## src/rtl/tod_pkg.sv

```systemverilog
package tod_pkg;

  localparam int unsigned TOD_CS_PER_SEC  = 100;
  localparam int unsigned TOD_SEC_PER_MIN = 60;
  localparam int unsigned TOD_MIN_PER_HR  = 60;
  localparam int unsigned TOD_HR_PER_HALF = 12;

  // Legal hour test for a twelve-hour counter: 1..half.
  function automatic logic tod_hour_ok(input int unsigned h, input int unsigned half);
    return (h >= 1) && (h <= half);
  endfunction

endpackage

```

## src/rtl/tod_rst_sync.sv

```systemverilog
module tod_rst_sync #(
  parameter int unsigned STAGES = 2
) (
  input  logic clk,
  input  logic rst_n,
  output logic rst_sync_n
);

  logic [STAGES-1:0] shift_q;
  logic [STAGES-1:0] shift_d;

  always_comb begin
    shift_d = {shift_q[STAGES-2:0], 1'b1};
  end

  always_ff @(posedge clk or negedge rst_n) begin
    if (!rst_n) begin
      shift_q <= '0;
    end else begin
      shift_q <= shift_d;
    end
  end

  assign rst_sync_n = shift_q[STAGES-1];

endmodule

```

## src/rtl/tod_wrap_cnt.sv

```systemverilog
module tod_wrap_cnt #(
  parameter int unsigned MOD = 60,
  localparam int unsigned W = $clog2(MOD)
) (
  input  logic         clk,
  input  logic         rst_n,
  input  logic         clr,
  input  logic         inc,
  input  logic         ld,
  input  logic [W-1:0] ld_val,
  output logic [W-1:0] val,
  output logic         ovf
);

  localparam logic [W-1:0] TOP = W'(MOD - 1);

  logic [W-1:0] val_q;
  logic [W-1:0] val_d;
  logic         at_top;
  logic         upd;

  assign at_top = (val_q == TOP);
  assign ovf    = inc && at_top && !clr && !ld;

  always_comb begin
    val_d = val_q;
    if (clr) begin
      val_d = '0;
    end else if (ld) begin
      val_d = ld_val;
    end else if (inc) begin
      val_d = at_top ? '0 : val_q + W'(1);
    end
  end

  assign upd = clr || ld || inc;

  always_ff @(posedge clk or negedge rst_n) begin
    if (!rst_n) begin
      val_q <= '0;
    end else if (upd) begin
      val_q <= val_d;
    end
  end

  assign val = val_q;

  AST_CNT_RANGE: assert property (@(posedge clk) disable iff (!rst_n)
    32'(val_q) < MOD);
  AST_CARRY_PULSE: assert property (@(posedge clk) disable iff (!rst_n)
    ovf |=> !ovf);
  AST_CARRY_WRAP: assert property (@(posedge clk) disable iff (!rst_n)
    ovf |=> (val_q == '0));

endmodule

```

## src/rtl/tod_hour_cnt.sv

```systemverilog
module tod_hour_cnt
  import tod_pkg::*;
#(
  parameter int unsigned HALF = TOD_HR_PER_HALF,
  localparam int unsigned W = $clog2(HALF + 1)
) (
  input  logic         clk,
  input  logic         rst_n,
  input  logic         clr,
  input  logic         inc,
  input  logic         ld,
  input  logic [W-1:0] ld_hour,
  input  logic         ld_pm,
  input  logic         toggle,
  output logic [W-1:0] hour,
  output logic         pm
);

  localparam logic [W-1:0] TOP_HR  = W'(HALF);
  localparam logic [W-1:0] FLIP_HR = W'(HALF - 1);

  logic [W-1:0] hour_q, hour_d;
  logic         pm_q, pm_d;
  logic         ld_ok;
  logic         upd;

  assign ld_ok = tod_hour_ok(32'(ld_hour), HALF);

  always_comb begin
    hour_d = hour_q;
    pm_d   = pm_q;
    if (clr) begin
      hour_d = TOP_HR;
      pm_d   = 1'b0;
    end else if (ld) begin
      hour_d = ld_ok ? ld_hour : TOP_HR;
      pm_d   = ld_pm;
    end else begin
      if (inc) begin
        hour_d = (hour_q == TOP_HR) ? W'(1) : hour_q + W'(1);
      end
      pm_d = pm_q ^ toggle ^ (inc && (hour_q == FLIP_HR));
    end
  end

  assign upd = clr || ld || inc || toggle;

  always_ff @(posedge clk or negedge rst_n) begin
    if (!rst_n) begin
      hour_q <= TOP_HR;
      pm_q   <= 1'b0;
    end else if (upd) begin
      hour_q <= hour_d;
      pm_q   <= pm_d;
    end
  end

  assign hour = hour_q;
  assign pm   = pm_q;

  AST_HOUR_RANGE: assert property (@(posedge clk) disable iff (!rst_n)
    (hour_q != '0) && (32'(hour_q) <= HALF));
  AST_PM_ROLL: assert property (@(posedge clk) disable iff (!rst_n)
    (inc && !clr && !ld && !toggle && hour_q == FLIP_HR)
      |=> (hour_q == TOP_HR) && (pm_q != $past(pm_q)));
  AST_TOGGLE_FLIP: assert property (@(posedge clk) disable iff (!rst_n)
    (toggle && !clr && !ld && !inc) |=> (pm_q != $past(pm_q)));
  AST_LOAD_FLAG: assert property (@(posedge clk) disable iff (!rst_n)
    (ld && !clr) |=> (pm_q == $past(ld_pm)));

endmodule

```

## src/rtl/tod_counter.sv

```systemverilog
module tod_counter
  import tod_pkg::*;
#(
  parameter int unsigned CS_MOD     = TOD_CS_PER_SEC,
  parameter int unsigned SEC_MOD    = TOD_SEC_PER_MIN,
  parameter int unsigned MIN_MOD    = TOD_MIN_PER_HR,
  parameter int unsigned HALF_DAY   = TOD_HR_PER_HALF,
  parameter int unsigned RST_STAGES = 2,
  localparam int unsigned CS_W  = $clog2(CS_MOD),
  localparam int unsigned SEC_W = $clog2(SEC_MOD),
  localparam int unsigned MIN_W = $clog2(MIN_MOD),
  localparam int unsigned HR_W  = $clog2(HALF_DAY + 1)
) (
  input  logic             clk,
  input  logic             rst_n,
  input  logic             clr,
  input  logic             run_en,
  input  logic             tick,
  input  logic             freeze,
  input  logic             clr_subsec,
  input  logic             pm_toggle,
  input  logic             load,
  input  logic [HR_W-1:0]  load_hour,
  input  logic [MIN_W-1:0] load_min,
  input  logic             load_pm,
  output logic [HR_W-1:0]  hour,
  output logic [MIN_W-1:0] minute,
  output logic [SEC_W-1:0] second,
  output logic [CS_W-1:0]  centi,
  output logic             pm
);

  logic             rst_sync_n;
  logic             adv;
  logic             sub_clr;
  logic             cs_ovf, sec_ovf, min_ovf;
  logic [MIN_W-1:0] min_ld_val;

  tod_rst_sync #(.STAGES(RST_STAGES)) u_rst (
    .clk        (clk),
    .rst_n      (rst_n),
    .rst_sync_n (rst_sync_n)
  );

  assign adv     = tick && run_en && !freeze;
  assign sub_clr = clr || clr_subsec;

  // A minute value outside the legal range is loaded as zero.
  always_comb begin
    min_ld_val = (32'(load_min) < MIN_MOD) ? load_min : '0;
  end

  tod_wrap_cnt #(.MOD(CS_MOD)) u_cs (
    .clk    (clk),
    .rst_n  (rst_sync_n),
    .clr    (sub_clr),
    .inc    (adv),
    .ld     (1'b0),
    .ld_val ('0),
    .val    (centi),
    .ovf    (cs_ovf)
  );

  tod_wrap_cnt #(.MOD(SEC_MOD)) u_sec (
    .clk    (clk),
    .rst_n  (rst_sync_n),
    .clr    (sub_clr),
    .inc    (cs_ovf),
    .ld     (1'b0),
    .ld_val ('0),
    .val    (second),
    .ovf    (sec_ovf)
  );

  tod_wrap_cnt #(.MOD(MIN_MOD)) u_min (
    .clk    (clk),
    .rst_n  (rst_sync_n),
    .clr    (clr),
    .inc    (sec_ovf),
    .ld     (load),
    .ld_val (min_ld_val),
    .val    (minute),
    .ovf    (min_ovf)
  );

  tod_hour_cnt #(.HALF(HALF_DAY)) u_hr (
    .clk     (clk),
    .rst_n   (rst_sync_n),
    .clr     (clr),
    .inc     (min_ovf),
    .ld      (load),
    .ld_hour (load_hour),
    .ld_pm   (load_pm),
    .toggle  (pm_toggle),
    .hour    (hour),
    .pm      (pm)
  );

  AST_PAUSE_HOLD: assert property (@(posedge clk) disable iff (!rst_sync_n)
    (!run_en && !sub_clr) |=> $stable(centi) && $stable(second));
  AST_FREEZE_HOLD: assert property (@(posedge clk) disable iff (!rst_sync_n)
    (freeze && !sub_clr) |=> $stable(centi) && $stable(second));
  AST_SUBSEC_ZERO: assert property (@(posedge clk) disable iff (!rst_sync_n)
    clr_subsec |=> (centi == '0) && (second == '0));
  AST_SYNC_CLEAR: assert property (@(posedge clk) disable iff (!rst_sync_n)
    clr |=> (32'(hour) == HALF_DAY) && (minute == '0) && !pm);

endmodule

```

## config.mk

```make
export PLATFORM = sky130hd
export DESIGN_NAME = tod_counter
export DESIGN_NICKNAME = d
export VERILOG_FILES = /design/src/rtl/tod_pkg.sv /design/src/rtl/tod_rst_sync.sv /design/src/rtl/tod_wrap_cnt.sv /design/src/rtl/tod_hour_cnt.sv /design/src/rtl/tod_counter.sv
export SDC_FILE = /design/constraint.sdc
export NUM_CORES = 1
export LEC_CHECK = 0
export ABC_CLOCK_PERIOD_IN_PS = 1050
export BUFFER_PORTS_ARGS = -buffer_cell sky130_fd_sc_hd__buf_4
export CAP_MARGIN = 40
export CORE_UTILIZATION = 46
export CTS_CLUSTER_SIZE = 20
export DETAILED_ROUTE_END_ITERATION = 8
export GPL_TIMING_DRIVEN = 0
export PLACE_DENSITY = 0.71
export SYNTH_ARGS = -nofsm -noshare
export SYNTH_HDL_FRONTEND = slang
export SYNTH_SLANG_ARGS = --single-unit
export TNS_END_PERCENT = 1
```

## constraint.sdc

```tcl
create_clock -name clk -period 1.05 [get_ports clk]
set_input_delay 0.0525 -clock clk [delete_from_list [all_inputs] [get_ports clk]]
set_output_delay 0.0525 -clock clk [all_outputs]
set_load 0.05 [all_outputs]
```

==> results of run 1 <==
Yosys cell counts, types with 2 or more instances:
master	count
a21o_1	3
a21oi_1	11
a31oi_1	7
a41oi_1	2
and3_1	2
buf_2	2
clkbuf_1	7
dfrtp_1	24
dfstp_2	2
ha_1	5
inv_1	8
mux2_2	4
nand2_1	16
nand2b_1	5
nand3_1	10
nand3b_1	2
nand4_1	7
nor2_1	13
nor2b_1	2
nor3_1	7
o2111ai_1	4
o211ai_1	5
o21ai_0	8
o221ai_1	4
or2_2	2
or3_1	3
xnor2_1	3
xor2_1	4
worst reg2reg max path: cells and delay by family, from the launching register on:
| family | cells | cell delay, ns |
|---|---|---|
| AO/OA/AOI/OAI | 1 | 0.08 |
| flip-flops | 1 | 0.43 |
| AND/OR/NAND/NOR | 3 | 1.41 |
cells by family after synthesis:
| kind of cell | after synthesis | share of synthesized area [%] |
|---|---|---|
| adders and majority gates | 5 | 3.77 |
| AOI/OAI and AO/OA | 52 | 21.3 |
| other | 1 | 0.226 |
| DFF | 26 | 39.4 |
| muxes | 5 | 3.32 |
| buffers and inverters | 17 | 4.00 |
| and+or+nand+nor | 75 | 24.3 |
| xor gates and xnor gates | 7 | 3.70 |
power by group:
part / switching [mW] / internal, mW
Clock: 0.290 / 0.148
Sequential: 0.106 / 1.07
Combinational: 0.422 / 0.296
Total: 0.818 / 1.52
stage by stage:
step | setup slack (ns) | instance area [um^2]
finish | -0.949 | 2300
CTS | -0.965 | 2240
detailed placement | -1.09 | 2070
global route | -1.02 | 2300
floorplan | -1.02 | 1670
global placement | -1.05 | 2040
state kept, by name, indices dropped and copies added (netlist names):
name and cells:
u_rst.shift_q 2, u_min.val 6, u_hr.pm 1, u_cs.val 7
u_hr.hour 4, u_sec.val 6
metal layers:
metal,global-route usage (%),vias to the layer above,wire length [um]
met1,32.0,813,2000
li1,-,812,-
met3,2.28,6,170
met2,40.3,44,2140
met4,8.25,0,44
met5,0,-,0
how the worst min path moves through the flow:
stage,startpoint,to,slack (ns),cells after the start
final,rst_n,u_rst.shift_q[1]$_DFF_PN0_,0.03,2
after global routing,rst_n,u_rst.shift_q[1]$_DFF_PN0_,0.02,2
after CTS,rst_n,u_rst.shift_q[0]$_DFF_PN0_,0.01,2
after detailed placement,rst_n,u_rst.shift_q[0]$_DFF_PN0_,-0.16,1
after global placement,rst_n,u_rst.shift_q[0]$_DFF_PN0_,-0.16,1
after floorplan,rst_n,u_rst.shift_q[0]$_DFF_PN0_,-0.24,0
area by class of cell:
type	count	area, um^2	share of cell area (%)
well taps	46	57.6	2.51
plain buffers	9	52.6	2.29
inverters	8	30.0	1.31
repair buffers	49	487	21.2
flip-flops and latches	26	672	29.2
clock buffers	4	26.3	1.14
multi-input cells	145	972	42.3
timing repair:
action	in CTS	in global routing
hold endpoints to repair	3	0
setup buffers	3	1
hold buffers	2	0
pin swaps	4	2
endpoints found under the setup margin	35	45
resized for setup	28	18
==> results.toml, run 1 <==
[synth]
async_flop_share_pct = 100
synth_area_per_cell_um2 = 8.82
ys_warn_count = 0
syn-num-nets = 213
syn_inst = 188
post_synth_num_cell_types = 44
synth_area_leaders = "dfrtp_1 (36%), ha_1 (3.8%), nand2_1 (3.6%)"
synth_top_area_cell = "dfrtp_1"
synth_ff_type = "dfrtp_1"
synth_edf_count = 0
synth_seq_cells = 26
synth_top_area_share_pct = 36.2
ys_seq_area_share_pct = 39.4
synth_area_mm2 = 0.00166

[sta]
worst_slack_ns = -0.949
slew_viol_final = 0
fin_crit_ns = 2.00
finalSetupTns_ns = -18.46
whs_ns = 0.0275
skew_ns = 0.00132
hold_viol_final = 0
finalCritPeriodShare_pct = 190
setup_violations = 29
fmaxAchievable_mhz = 500
rsz0062_at_grt = "true"

[cts]
cts_buffer_depth = 2
clock-root-buffer = "clkbuf_4"
h-tree-depth = 1
clock_sinks = 26
tritoncts = "done"
path_clk_slew_ns = 0.14
clk_latency_ns = 0.31
cts_buffers = 3

[power]
powerDensity_mw_per_mm2 = 1020
ir_worst_vdd_v = 0.000551
power_leakage_nw = 0.985
p_total_mw = 2.34

[hold_path]
hp-class = "in -> async"

[finish]
drive_gt1_share_pct = 35.3
antenna_cells = 0
post-route-util_pct = 67.8
final_common_cell = "buf_4"
final_nets = 267
syn_to_final_growth_pct = 38.6
nFillCells = 283
mostFrequentLayoutCells = "buf_4 (24), buf_6 (20), nand2_1 (15), dfrtp_2 (15), nor2_1 (13)"
fin_cells = 287

[placed_design]
place_congestion = 0.852
place_inst = 277
io_buffers = 42
hpwl_um = 3200

[detailed_routing]
post-route-drc-count = 0
drt-initial-drc-count = 126
routedWlPerCell_um = 15.2
vias = 1675
ant_nets = 0
first_pass_iters = 4
wirelength_um = 4360
via_per_inst = 5.84

[run_status]
failed_checks = "setup timing"
status = "finished, violations left"

[setup_path]
path_cells = "or4b_4 > or4_4 > or3_1 > o211ai_1"
slowest_stage = "or4b_4"
regToRegStartpoint = "u_cs.val[3]$_DFFE_PN0P_"
startpoint_type = "flop"
r2r-end = "u_sec.val[4]$_DFFE_PN0P_"
cp-startpoint = "u_cs.val[3]$_DFFE_PN0P_"
crit_type = "reg -> reg"
cp_max_fo = 4
crit_required_ns = 1.30
r2r_slack_ns = -0.95
worstRegToRegCells = 4
worst-path-stages = 4
endpoint = "u_sec.val[4]$_DFFE_PN0P_"
path_buf_inv = 0
slowest_delay_ns = 0.57
path_delay_family = "simple AND/OR/NAND/NOR gates"
cp-end-kind = "flop"
cp.arrival_ns = 2.24

[die]
die_x_um = 62.0
start_util_pct = 48.9
dieArea_mm2 = 0.00385
coreArea_mm2 = 0.00339
die_h_um = 62.0
placementRows = 21
pin_count = 44

[global_route]
grt_pass1_vias = 1491
grt_pass1_wl_um = 6760
track_usage_pct = 23.9
grt_max_degree = 20
overflow = 0
antenna_found_initial = 0

[job]
cap_viol_max_count = 0
No activity file was read; power rests on OpenSTA's default activity.
==> inputs of run 2 (changes only) <==
--- a/config.mk
+++ b/config.mk
@@ -8,11 +8,11 @@
 export ABC_CLOCK_PERIOD_IN_PS = 1050
 export BUFFER_PORTS_ARGS = -buffer_cell sky130_fd_sc_hd__buf_4
 export CAP_MARGIN = 40
-export CORE_UTILIZATION = 46
+export CORE_UTILIZATION = 52
 export CTS_CLUSTER_SIZE = 20
 export DETAILED_ROUTE_END_ITERATION = 8
 export GPL_TIMING_DRIVEN = 0
-export PLACE_DENSITY = 0.71
+export PLACE_DENSITY = 0.79
 export SYNTH_ARGS = -nofsm -noshare
 export SYNTH_HDL_FRONTEND = slang
 export SYNTH_SLANG_ARGS = --single-unit
==> run 2 against run 1 <==
Effect of this change:
- largest power group unchanged
- sequential share of layout area decreased by 0.079 points
- highest routed layer unchanged
- sequential cell count did not move
- non-clock buffer count shrank 1
- largest cell class unchanged
- maximum frequency is 0.29% higher
- critical endpoint unchanged
- the flow still finishes with violations (setup timing)
- total power up 10%
==> results.toml, run 2 (same netlist as run 1, synthesis figures left out) <==
[sta]
worst_slack_ns = -0.943
skew_ns = 0.00424
rsz0062_at_grt = "true"
fmaxAchievable_mhz = 502
setup_violations = 29
finalCritPeriodShare_pct = 190
hold_viol_final = 0
slew_viol_final = 0
fin_crit_ns = 1.99
worst_pin_slew_ns = 0.491
relSlewSlack_pct = 66.4

[die]
placementRows = 20
start_util_pct = 54.8
die_h_um = 58.5
coreArea_mm2 = 0.00303
pin_count = 44
dieArea_mm2 = 0.00342
die_x_um = 58.5

[detailed_routing]
first_pass_iters = 4
routedWlPerCell_um = 14.7
vias = 1708
post-route-drc-count = 0
ant_nets = 0
wirelength_um = 4190
via_per_inst = 6.01
drt-initial-drc-count = 106

[cts]
path_clk_slew_ns = 0.14
cts_buffers = 3
clock_sinks = 26
clk_latency_ns = 0.31
tritoncts = "done"
cts_buffer_depth = 2
h-tree-depth = 1
clock-root-buffer = "clkbuf_4"

[power]
power_leakage_nw = 0.984
powerDensity_mw_per_mm2 = 1120
p_total_mw = 2.58
ir_worst_vdd_v = 0.000814

[placed_design]
place_ws_ns = -1.04
io_buffers = 42
hpwl_um = 3120
place_congestion = 0.876

[finish]
mostFrequentLayoutCells = "buf_4 (24), buf_6 (20), nand2_1 (15), dfrtp_2 (15), nor2_1 (12)"
syn_to_final_growth_pct = 38.9
final_common_cell = "buf_4"
nFillCells = 205
largest_reg_flops = 7
drive_gt1_share_pct = 35.8
antenna_cells = 0
final_nets = 266

[run_status]
status = "finished, violations left"
failed_checks = "setup timing"

[setup_path]
worstRegToRegCells = 4
cp-end-kind = "flop"
regToRegStartpoint = "u_cs.val[3]$_DFFE_PN0P_"
r2r-end = "u_sec.val[4]$_DFFE_PN0P_"
cp_max_fo = 4
crit_required_ns = 1.30
crit_type = "reg -> reg"
cp.arrival_ns = 2.24
r2r_slack_ns = -0.94
startpoint_type = "flop"

[hold_path]
hp-class = "in -> async"

[global_route]
grt_pass1_vias = 1535
grt_pass1_wl_um = 7040
antenna_found_initial = 0
overflow = 0
track_usage_pct = 26.3
grt_max_degree = 18

[job]
cap_viol_max_count = 0
==> run 2: changes by cell type in the layout (fill, tap and decap cells not counted) <==
cell	before	now
nor2b_2	0	1
clkbuf_1	7	6
buf_8	3	2
nor2_1	13	12
bufinv_16	0	1
nor2_2	0	1
nor2b_4	1	0
==> run 2: cell type report <==
type	instances	area (um^2)	area share, %
flip-flops and latches	26	672	29.2
clock buffers	3	22.5	0.978
inverters	8	30.0	1.30
repair buffers	48	472	20.5
clock inverters	1	30.0	1.30
plain buffers	9	52.6	2.28
multi-input cells	145	970	42.1
well taps	44	55.1	2.39
==> run 2: timing repair <==
item | 4_1_cts | 5_1_grt
hold endpoints to repair | 3 | 0
resized for setup | 27 | 17
endpoints found under the setup margin | 34 | 45
pin swaps | 5 | 1
hold buffers | 2 | 0
buffers inserted | 3 | 0
==> run 2: critical path: stages, from the launching register on <==
cell      delay, ns
dfrtp_2        0.43
or4b_4         0.57
or4_4          0.48
or3_1          0.36
o211ai_1       0.08
==> run 2: routing by layer <==
metal  GRT usage, %  part of all wire (%)  up-vias
met3           3.30                   5.8        4
met4           7.82                  0.88        0
li1               -                     -      807
met5              0                     0        -
met2           43.8                    51       75
met1           36.1                    43      822
==> run 2: power by group <==
part           leakage (nW)  internal, mW  switching (mW)  total (mW)
clock                0.0279         0.386           0.293       0.678
combinational         0.638         0.294           0.417       0.711
sequential            0.318          1.07           0.113        1.19
total                 0.984          1.75           0.822        2.58
==> run 2: worst max path at each step <==
stage	startpoint	end	slack, ns
2_1_floorplan	u_cs.val[3]$_DFFE_PN0P_	u_sec.val[4]$_DFFE_PN0P_	-1.02
3_3_place_gp	u_cs.val[3]$_DFFE_PN0P_	u_hr.hour[3]$_DFFE_PN1P_	-1.01
3_5_place_dp	u_cs.val[3]$_DFFE_PN0P_	u_min.val[4]$_DFFE_PN0P_	-1.04
4_1_cts	u_cs.val[3]$_DFFE_PN0P_	u_sec.val[4]$_DFFE_PN0P_	-0.96
5_1_grt	u_cs.val[3]$_DFFE_PN0P_	u_sec.val[4]$_DFFE_PN0P_	-0.98
6_report	u_cs.val[3]$_DFFE_PN0P_	u_sec.val[4]$_DFFE_PN0P_	-0.94
==> run 2: per-stage QoR <==
| step | setup TNS (ns) | hold WS (ns) | utilization [%] | instances | instance area (um^2) |
|---|---|---|---|---|---|
| after floorplan | -20.45 | -0.243 | - | 188 | 1670 |
| after global placement | -21.37 | -0.165 | 67.2 | 274 | 2040 |
| after detailed placement | -21.76 | -0.163 | 68.1 | 275 | 2060 |
| after CTS | -18.51 | 0.0297 | 74.6 | 284 | 2260 |
| after global routing | -20.33 | 0.0238 | 76.1 | 284 | 2300 |
| final | -18.46 | 0.0300 | 76.1 | 284 | 2300 |
